===== config.mk =====
export PLATFORM = sky130hd
export DESIGN_NAME = flash_isp_ctrl
export DESIGN_NICKNAME = d
export VERILOG_FILES = /design/src/rtl/flash_isp_pkg.sv /design/src/rtl/isp_unlock.sv /design/src/rtl/isp_access_check.sv /design/src/rtl/isp_sequencer.sv /design/src/rtl/flash_isp_ctrl.sv
export SDC_FILE = /design/constraint.sdc
export NUM_CORES = 1
export LEC_CHECK = 0
export BUFFER_PORTS_ARGS = -buffer_cell sky130_fd_sc_hd__buf_2
export CORE_UTILIZATION = 50
export DETAILED_ROUTE_END_ITERATION = 10
export GPL_TIMING_DRIVEN = 0
export PLACE_DENSITY = 0.79
export SYNTH_ARGS = -nofsm -noshare
export SYNTH_HDL_FRONTEND = slang
export SYNTH_SLANG_ARGS = --single-unit

===== constraint.sdc =====
create_clock -name clk -period 4.3 [get_ports clk]
set_input_delay 0.86 -clock clk [delete_from_list [all_inputs] [get_ports clk]]
set_output_delay 0.86 -clock clk [all_outputs]
set_load 0.02 [all_outputs]

===== src/rtl/flash_isp_pkg.sv =====
package flash_isp_pkg;
  localparam int OFS_CTL  = 'h00;
  localparam int OFS_ADDR = 'h04;
  localparam int OFS_DATA = 'h08;
  localparam int OFS_CMD  = 'h0C;
  localparam int OFS_TRG  = 'h10;
  localparam int OFS_DBAS = 'h14;
  localparam int OFS_TIM  = 'h18;
  localparam int OFS_KEY  = 'h1C;

  localparam logic [3:0] OP_READ  = 4'h0;
  localparam logic [3:0] OP_PROG  = 4'h1;
  localparam logic [3:0] OP_ERASE = 4'h2;

  typedef enum logic [1:0] {SQ_IDLE, SQ_CHECK, SQ_WAIT} sq_state_t;

  function automatic logic [7:0] key_at(input int idx);
    case (idx)
      0:       key_at = 8'h59;
      1:       key_at = 8'h16;
      2:       key_at = 8'h88;
      default: key_at = 8'h00;
    endcase
  endfunction
endpackage


===== src/rtl/isp_unlock.sv =====
module isp_unlock import flash_isp_pkg::*; #(
  parameter int KEY_N = 3,
  localparam int CW = $clog2(KEY_N + 1)
) (
  input  logic       clk,
  input  logic       rst,
  input  logic       key_wr,
  input  logic [7:0] key_byte,
  output logic       unlocked
);
  logic [CW-1:0] pos;

  assign unlocked = (pos == CW'(KEY_N));

  always_ff @(posedge clk) begin
    if (rst) begin
      pos <= '0;
    end else if (key_wr) begin
      if (unlocked)                          pos <= '0;
      else if (key_byte == key_at(int'(pos))) pos <= pos + 1'b1;
      else                                    pos <= '0;
    end
  end

  // a write while open always closes the gate
  assert_relock_R3: assert property (@(posedge clk) disable iff (rst)
    (unlocked && key_wr) |=> !unlocked);
endmodule


===== src/rtl/isp_access_check.sv =====
module isp_access_check import flash_isp_pkg::*; #(
  parameter int W = 32,
  parameter logic [W-1:0] APP_BYTES = 32'h0000_8000,
  parameter logic [W-1:0] LDR_BASE  = 32'h0010_0000,
  parameter logic [W-1:0] LDR_BYTES = 32'h0000_1000,
  parameter logic [W-1:0] CFG_BASE  = 32'h0030_0000,
  parameter logic [W-1:0] CFG_BYTES = 32'h0000_0008
) (
  input  logic [W-1:0] addr,
  input  logic [3:0]   code,
  input  logic         boot_ldr,
  input  logic         app_upd,
  input  logic         ldr_upd,
  input  logic         cfg_upd,
  output logic         bad
);
  localparam logic [W-1:0] LDR_END = LDR_BASE + LDR_BYTES;
  localparam logic [W-1:0] CFG_END = CFG_BASE + CFG_BYTES;

  logic in_app, in_ldr, in_cfg, known, modify, aligned, deny;

  always_comb begin
    in_app  = (addr < APP_BYTES);
    in_ldr  = (addr >= LDR_BASE) && (addr < LDR_END);
    in_cfg  = (addr >= CFG_BASE) && (addr < CFG_END);
    aligned = (addr[1:0] == 2'b00);
    known   = (code == OP_READ) || (code == OP_PROG) || (code == OP_ERASE);
    modify  = (code == OP_PROG) || (code == OP_ERASE);
    deny    = (in_app && !boot_ldr && !app_upd) ||
              (in_ldr && (boot_ldr || !ldr_upd)) ||
              (in_cfg && !cfg_upd);
    bad     = !known || !aligned || !(in_app || in_ldr || in_cfg) ||
              (modify && deny);
  end
endmodule


===== src/rtl/isp_sequencer.sv =====
module isp_sequencer import flash_isp_pkg::*; (
  input  logic clk,
  input  logic rst,
  input  logic start,
  input  logic bad,
  input  logic op_read,
  input  logic fl_done,
  output logic go,
  output logic fl_req,
  output logic fail_set,
  output logic rd_load
);
  sq_state_t st;

  always_ff @(posedge clk) begin
    if (rst) begin
      st     <= SQ_IDLE;
      go     <= 1'b0;
      fl_req <= 1'b0;
    end else begin
      case (st)
        SQ_IDLE: if (start) begin
          go <= 1'b1;
          st <= SQ_CHECK;
        end
        SQ_CHECK: if (bad) begin
          go <= 1'b0;
          st <= SQ_IDLE;
        end else begin
          fl_req <= 1'b1;
          st     <= SQ_WAIT;
        end
        SQ_WAIT: if (fl_done) begin
          fl_req <= 1'b0;
          go     <= 1'b0;
          st     <= SQ_IDLE;
        end
        default: st <= SQ_IDLE;
      endcase
    end
  end

  assign fail_set = (st == SQ_CHECK) && bad;
  assign rd_load  = (st == SQ_WAIT) && fl_done && op_read;

  assert_req_implies_go_R8: assert property (@(posedge clk) disable iff (rst)
    fl_req |-> go);
  assert_req_held_R8: assert property (@(posedge clk) disable iff (rst)
    (fl_req && !fl_done) |=> fl_req);
  assert_done_clears_go_R8: assert property (@(posedge clk) disable iff (rst)
    (fl_req && fl_done) |=> (!go && !fl_req));
  assert_refused_no_req_R9: assert property (@(posedge clk) disable iff (rst)
    fail_set |=> (!fl_req && !go));
endmodule


===== src/rtl/flash_isp_ctrl.sv =====
module flash_isp_ctrl import flash_isp_pkg::*; #(
  parameter int W     = 32,
  parameter int OFS_W = 5,
  parameter int KEY_N = 3,
  parameter int TIM_W = 5,
  parameter int CMD_W = 6,
  parameter logic [W-1:0] APP_BYTES = 32'h0000_8000,
  parameter logic [W-1:0] LDR_BASE  = 32'h0010_0000,
  parameter logic [W-1:0] LDR_BYTES = 32'h0000_1000,
  parameter logic [W-1:0] CFG_BASE  = 32'h0030_0000,
  parameter logic [W-1:0] CFG_BYTES = 32'h0000_0008,
  parameter logic [W-1:0] DATA_BASE = 32'h0000_7000,
  parameter logic         BOOT_RST  = 1'b0
) (
  input  logic             clk,
  input  logic             rst,
  input  logic             reg_wr,
  input  logic [OFS_W-1:0] reg_addr,
  input  logic [W-1:0]     reg_wdata,
  output logic [W-1:0]     reg_rdata,
  output logic             fl_req,
  output logic [1:0]       fl_cmd,
  output logic [W-1:0]     fl_addr,
  output logic [W-1:0]     fl_wdata,
  input  logic             fl_done,
  input  logic [W-1:0]     fl_rdata
);
  logic ctl_en, ctl_boot, ctl_app, ctl_cfg, ctl_ldr, ctl_fail;
  logic [W-1:0]     addr_q, data_q, rd_next;
  logic [CMD_W-1:0] cmd_q;
  logic [TIM_W-1:0] tim_q;
  logic unlocked, go, fail_set, rd_load, bad, start;
  logic wr_ctl, wr_addr, wr_data, wr_cmd, wr_trg, wr_tim, wr_key;

  assign wr_ctl  = reg_wr && (reg_addr == OFS_W'(OFS_CTL));
  assign wr_addr = reg_wr && (reg_addr == OFS_W'(OFS_ADDR));
  assign wr_data = reg_wr && (reg_addr == OFS_W'(OFS_DATA));
  assign wr_cmd  = reg_wr && (reg_addr == OFS_W'(OFS_CMD));
  assign wr_trg  = reg_wr && (reg_addr == OFS_W'(OFS_TRG));
  assign wr_tim  = reg_wr && (reg_addr == OFS_W'(OFS_TIM));
  assign wr_key  = reg_wr && (reg_addr == OFS_W'(OFS_KEY));

  isp_unlock #(.KEY_N(KEY_N)) u_unlock (
    .clk(clk), .rst(rst), .key_wr(wr_key), .key_byte(reg_wdata[7:0]),
    .unlocked(unlocked));

  isp_access_check #(.W(W), .APP_BYTES(APP_BYTES), .LDR_BASE(LDR_BASE),
    .LDR_BYTES(LDR_BYTES), .CFG_BASE(CFG_BASE), .CFG_BYTES(CFG_BYTES)) u_check (
    .addr(addr_q), .code(cmd_q[3:0]), .boot_ldr(ctl_boot), .app_upd(ctl_app),
    .ldr_upd(ctl_ldr), .cfg_upd(ctl_cfg), .bad(bad));

  assign start = wr_trg && unlocked && reg_wdata[0] && ctl_en && !go;

  isp_sequencer u_seq (
    .clk(clk), .rst(rst), .start(start), .bad(bad),
    .op_read(cmd_q[3:0] == OP_READ), .fl_done(fl_done), .go(go),
    .fl_req(fl_req), .fail_set(fail_set), .rd_load(rd_load));

  always_ff @(posedge clk) begin
    if (rst) begin
      ctl_en <= 1'b0; ctl_boot <= BOOT_RST; ctl_app <= 1'b0;
      ctl_cfg <= 1'b0; ctl_ldr <= 1'b0; ctl_fail <= 1'b0;
      addr_q <= '0; data_q <= '0; cmd_q <= '0; tim_q <= '0;
    end else begin
      if (wr_ctl && unlocked) begin
        ctl_en   <= reg_wdata[0];
        ctl_boot <= reg_wdata[1];
        ctl_app  <= reg_wdata[3];
        ctl_cfg  <= reg_wdata[4];
        ctl_ldr  <= reg_wdata[5];
      end
      if (fail_set)                               ctl_fail <= 1'b1;
      else if (wr_ctl && unlocked && reg_wdata[6]) ctl_fail <= 1'b0;
      if (wr_addr && !go) addr_q <= reg_wdata;
      if (rd_load)                data_q <= fl_rdata;
      else if (wr_data && !go)    data_q <= reg_wdata;
      if (wr_cmd && !go)  cmd_q <= reg_wdata[CMD_W-1:0];
      if (wr_tim && unlocked) tim_q <= reg_wdata[TIM_W-1:0];
    end
  end

  always_comb begin
    rd_next = '0;
    case (reg_addr)
      OFS_W'(OFS_CTL): begin
        rd_next[0] = ctl_en;  rd_next[1] = ctl_boot; rd_next[3] = ctl_app;
        rd_next[4] = ctl_cfg; rd_next[5] = ctl_ldr;  rd_next[6] = ctl_fail;
      end
      OFS_W'(OFS_ADDR): rd_next = addr_q;
      OFS_W'(OFS_DATA): rd_next = data_q;
      OFS_W'(OFS_CMD):  rd_next[CMD_W-1:0] = cmd_q;
      OFS_W'(OFS_TRG):  rd_next[0] = go;
      OFS_W'(OFS_DBAS): rd_next = DATA_BASE;
      OFS_W'(OFS_TIM):  rd_next[TIM_W-1:0] = tim_q;
      OFS_W'(OFS_KEY):  rd_next[0] = unlocked;
      default:          rd_next = '0;
    endcase
  end

  always_ff @(posedge clk) begin
    if (rst) reg_rdata <= '0;
    else     reg_rdata <= rd_next;
  end

  assign fl_cmd   = cmd_q[1:0];
  assign fl_addr  = addr_q;
  assign fl_wdata = data_q;

  assert_fail_sticky_R11: assert property (@(posedge clk) disable iff (rst)
    (ctl_fail && !(wr_ctl && unlocked && reg_wdata[6])) |=> ctl_fail);
  assert_locked_ctl_R4: assert property (@(posedge clk) disable iff (rst)
    (wr_ctl && !unlocked) |=> $stable(ctl_en) && $stable(ctl_boot));
  assert_busy_addr_hold_R5: assert property (@(posedge clk) disable iff (rst)
    go |=> $stable(addr_q));
  assert_no_start_disabled_R6: assert property (@(posedge clk) disable iff (rst)
    $rose(go) |-> $past(ctl_en));
endmodule


After elaboration in Yosys (flattened, before gate mapping)
Cells that the tools add are included.

cells by class
  add/sub/neg operators = 1
  $lt $le $gt $ge = 5
  eq/ne operators = 19
  multiplexer cells = 27
  reductions and logical operators = 58

operator list
  kind                                                           number
  case mux 25 bit (3 select lines)                               1
  two-way mux 32 bit                                             2
  >= comparator 32 x 21 -> 1 bit (second input constant)         1
  >= comparator 32 x 22 -> 1 bit (second input constant)         1
  less-than comparator 32 x 16 -> 1 bit (second input constant)  1
  less-than comparator 32 x 21 -> 1 bit (second input constant)  1
  less-than comparator 32 x 22 -> 1 bit (second input constant)  1
  logical AND 1 bit                                              27
  two-way mux 8 bit                                              3
  case mux 8 bit (3 select lines)                                1
  equality test 5 bit (second input constant)                    4
  logical OR 1 bit                                               11
  equality test 5 x 4 -> 1 bit (second input constant)           2
  two-way mux 2 bit                                              5
  case mux 2 bit (5 select lines)                                1
  equality test 8 bit                                            1
  zero test 1 bit                                                8
  case mux 1 bit (4 select lines)                                2
  case mux 1 bit (7 select lines)                                1
  equality test 2 bit (second input constant)                    3
  zero test 2 bit                                                3
  two-way mux 1 bit                                              6
  inequality test 2 bit (second input constant)                  3
  case mux 1 bit (3 select lines)                                2
  16 further kinds                                               19

storage, ports and cells
  bits in registers = 119
  input bits = 73
  output and inout port bits = 99
  word-level logic and storage cells = 125

Logic depth before layout (Yosys ltp)
  depth in word-level cells = 9
  mapped depth = 8
  mapped depth without buffers = 8

By module
A second synthesis with hierarchy kept.

unflattened totals
  cell total of the unflattened synthesis = 666
  area total of the unflattened synthesis = 6287.3 µm²

by module, submodules not included
  module            instances  cells each  area each (µm²)  seq. area each (µm²)
  flash_isp_ctrl    1          583         5631.7           2262.2
  isp_sequencer     1          29          259.0            80.1
  isp_unlock        1          29          240.2            40.0
  isp_access_check  1          25          156.4            0.0

Least setup slack after synthesis
No wires, ideal clock.

  path type = in2reg
  from = input reg_addr[3]
  to = register addr_q[20] (netlist: fl_addr[20])
  library setup time = 132 ps
  data arrival time = 2289 ps
  data required time = 4168 ps
  setup slack = 1878 ps
  stages = 8
  buffers on the path = 2
  path through = clkbuf_1 -> nor2b_1 -> nor3b_2 -> nor2b_1 -> nand3b_1 -> buf_2 -> nand2_1 -> a21oi_1

on the way
  cells in the longest elaborated chain, start to end = 3

RTL lines
  what                          RTL line              RTL
  start: declaration            flash_isp_ctrl.sv:18  input logic [OFS_W-1:0] reg_addr,
  equality test 5 x 3 -> 1 bit  flash_isp_ctrl.sv:36  assign wr_addr = reg_wr && (reg_addr == OFS_W'(OFS_ADDR));
  logical AND 1 bit             flash_isp_ctrl.sv:36
  logical AND 1 bit             flash_isp_ctrl.sv:74  if (wr_addr && !go) addr_q <= reg_wdata;
  end signal: assignment        flash_isp_ctrl.sv:74
  end: declaration              flash_isp_ctrl.sv:29  logic [W-1:0] addr_q, data_q, rd_next;

No other way between the ends.
A chain may end at the register's enable or synchronous reset.

Worst setup path after layout
  from = input reg_addr[3]
  to = register addr_q[8] (netlist: fl_addr[8])

Same word-level chain as after synthesis.

==> results_dict.tcl <==
set metrics [dict create \
    tightest_slew_ps 775 \
    multiInputGateArea_um2 2510 \
    cts_max_level 4 \
    num_antenna_cells 0 \
    drc_errors 0 \
    leakage_nw 3.02 \
    antenna_left 0 \
    clock_sinks 119 \
    comb_power_share_pct 5.3 \
    final_max_slew_viol_count 0 \
    met3_usage_pct 7.86 \
    track_usage_pct 32.5 \
    finalSetupTns_ps 0 \
    row_count 36 \
    die_h_um 103 \
    hold_class "flip-flop to flip-flop" \
    synth_common_cells "dfxtp_1, nor2_1, nand2_1" \
    grt_pass1_wl_mm 25.6 \
    synth_warnings 0 \
    netlist_instances 586 \
    post-route-min-period_ps 2770 \
    hpwl_mm 12.1 \
    switching_share_pct 21.0 \
    area_delta_synth_final_pct 32.2 \
    setup_viol 0 \
    critPathLaunchType "primary input" \
    syn_area_per_cell_um2 8.72 \
    tritoncts "built" \
    switchingPower_w 0.000587 \
    worst_hold_path.num_cells 2 \
    layout-drive-gt1-share_pct 28.4 \
    core_region_area_um2 9820 \
    globalplace.congestion 0.930 \
    finalWorstSetupSlack_ps 1530 \
    slew_headroom_pct 47.9 \
    cts_buffers 17 \
    cap_violations 0 \
    synth_cell_types 51 \
    worst_ep_arrival_time_ps 3160 \
    pre_cts_ws_ps 1190 \
    async_reset_ff_share_pct 0 \
    syn_area_um2 5110 \
    yosysSeqAreaShare_pct 46.6 \
    cts_root_buf "clkbuf_8" \
    fin_skew_ps 6.16 \
    n_fill_cell 801 \
    cp.required_ps 4680 \
    endpoint_kind "flip-flop" \
    rsz0062_at_grt "false" \
    met2_usage_pct 53.5 \
    synth_area_leaders "dfxtp_1, mux2i_1, nor2_1, nand2_1, a211oi_1" \
    grt_max_degree 17 \
    clk_pin_slew_ps 60 \
    p_int_w 0.00221 \
    clk_latency_ps 530 \
    hold_buffers 0 \
    peakVddDrop_mv 0.205 \
    cts_buffer_depth 2 \
    final_util_pct 68.8 \
    power.density_nw_per_um2 414 \
    totalPowerFinal_w 0.00279 \
    first_global_vias 5043 \
    synth_top_cell_area_share_pct 46.6 \
    die-area_um2 10600 \
    wl_mm 16.6 \
    io_pins 172 \
    fin_nets 854 \
    first_iter_violations 376 \
    critPathKind "primary input to flip-flop" \
    ys.flop_type "dfxtp_1" \
    yosysTopAreaCell "dfxtp_1" \
    post_cts_buffers 0 \
    num_vias 5274 \
    register_area_um2 2380 \
    r2r_cells 7 \
    seqPwrFrac_pct 40.0 \
    busiest_layer "met2" \
    antenna_found_initial 0 \
    status "finished, final reports clean" \
    overflow 0 \
    place_area_um2 6120 \
    ys_seq_elements 119 \
    hold_viol 0 \
    stdcell_area_um2 6750 \
    p_clk_share_pct 54.7 \
    fmax_mhz 361 \
    met1_usage_pct 40.0 \
    cts_resized 0 \
    period_share_pct 64.5 \
    first_pass_iters 7 \
    syn-num-nets 667 \
    wl_per_cell_um 18.1 \
    die_w_um 103 \
    synth_edf_count 0 \
    io_buffers 168 \
    cp_max_fo 10 \
    yosysMostFrequentCell "dfxtp_1" \
    initial_core_util_pct 52.0 \
    via_per_inst 5.75 \
]
==> power by group through the flow <==
stage | Sequential (W) | Combinational [W] | Clock, W
floorplan | 0.00115 | 0.0000606 | 0
global placement | 0.00114 | 0.000140 | 0
detailed placement | 0.00114 | 0.000143 | 0
CTS | 0.00112 | 0.000145 | 0.00153
global route | 0.00112 | 0.000157 | 0.00158
finish | 0.00112 | 0.000147 | 0.00153
==> final timing paths <==
kind,startpoint,endpoint,slack [ps]
worst max register to register,u_unlock.pos[0],u_seq.st[1],1870
worst min register to register,fl_wdata[13],reg_rdata[13],480
worst max-delay path,reg_addr[3],fl_addr[8],1530
worst min-delay path,fl_wdata[13],reg_rdata[13],480
==> state kept, by name, indices dropped and copies added, names as in the netlist <==
signal and flops:
fl_addr 32, fl_wdata 32, reg_rdata 32, cmd_q 6, tim_q 5, u_seq.st 2
u_unlock.pos 2, ctl_app 1, ctl_boot 1, ctl_cfg 1, ctl_en 1, ctl_fail 1
ctl_ldr 1, u_seq.fl_req 1, u_seq.go 1
==> layer usage <==
metal	wire length, um	part of all wire (%)	up-vias
met5	0	0	-
met4	461	2.8	0
met3	1600	9.6	52
met2	7920	48	314
met1	6600	40	2470
li1	-	-	2438
==> placed cells by master, fill, tap and decap left out, drive strengths merged, types with 23 or more instances in the layout <==
cell type  netlist  final
buf             14    182
dfxtp          119    119
nor2            88     88
nand2           84     84
clkbuf          28     51
mux2i           49     49
a21oi           47     47
a211oi          33     33
a22oi           23     23
==> critical path, cell delays in order <==
cell and delay (ps):
clkbuf_1 170, nor2b_1 410, nor3b_2 500, nor2b_1 490
nand3b_1 280, buf_2 280, nand2_1 110, a21oi_1 70
==> cells by family after synthesis <==
group	synth area share, %
mux	10.3
flops	46.6
xor+xnor	0.514
compound gates	17.4
buf+inv	4.26
fa+ha+maj	1.96
simple gates	18.9
==> metrics by stage <==
step           hold slack (ps)  cells
6_report                   482    918
3_3_place_gp               464    887
5_1_grt                    506    918
4_1_cts                    475    918
3_5_place_dp               468    887
2_1_floorplan              445    586
==> final cells by class <==
cell class / count / share of cell area, %
Multi-Input combinational cell: 415 / 37.2
Tap cell: 133 / 2.46
Buffer: 42 / 2.67
Clock buffer: 23 / 6.91
Sequential cell: 119 / 35.3
Clock inverter: 8 / 2.50
Timing Repair Buffer: 168 / 12.5
Inverter: 10 / 0.556
Note: power is estimated with default switching activity, not from simulation.
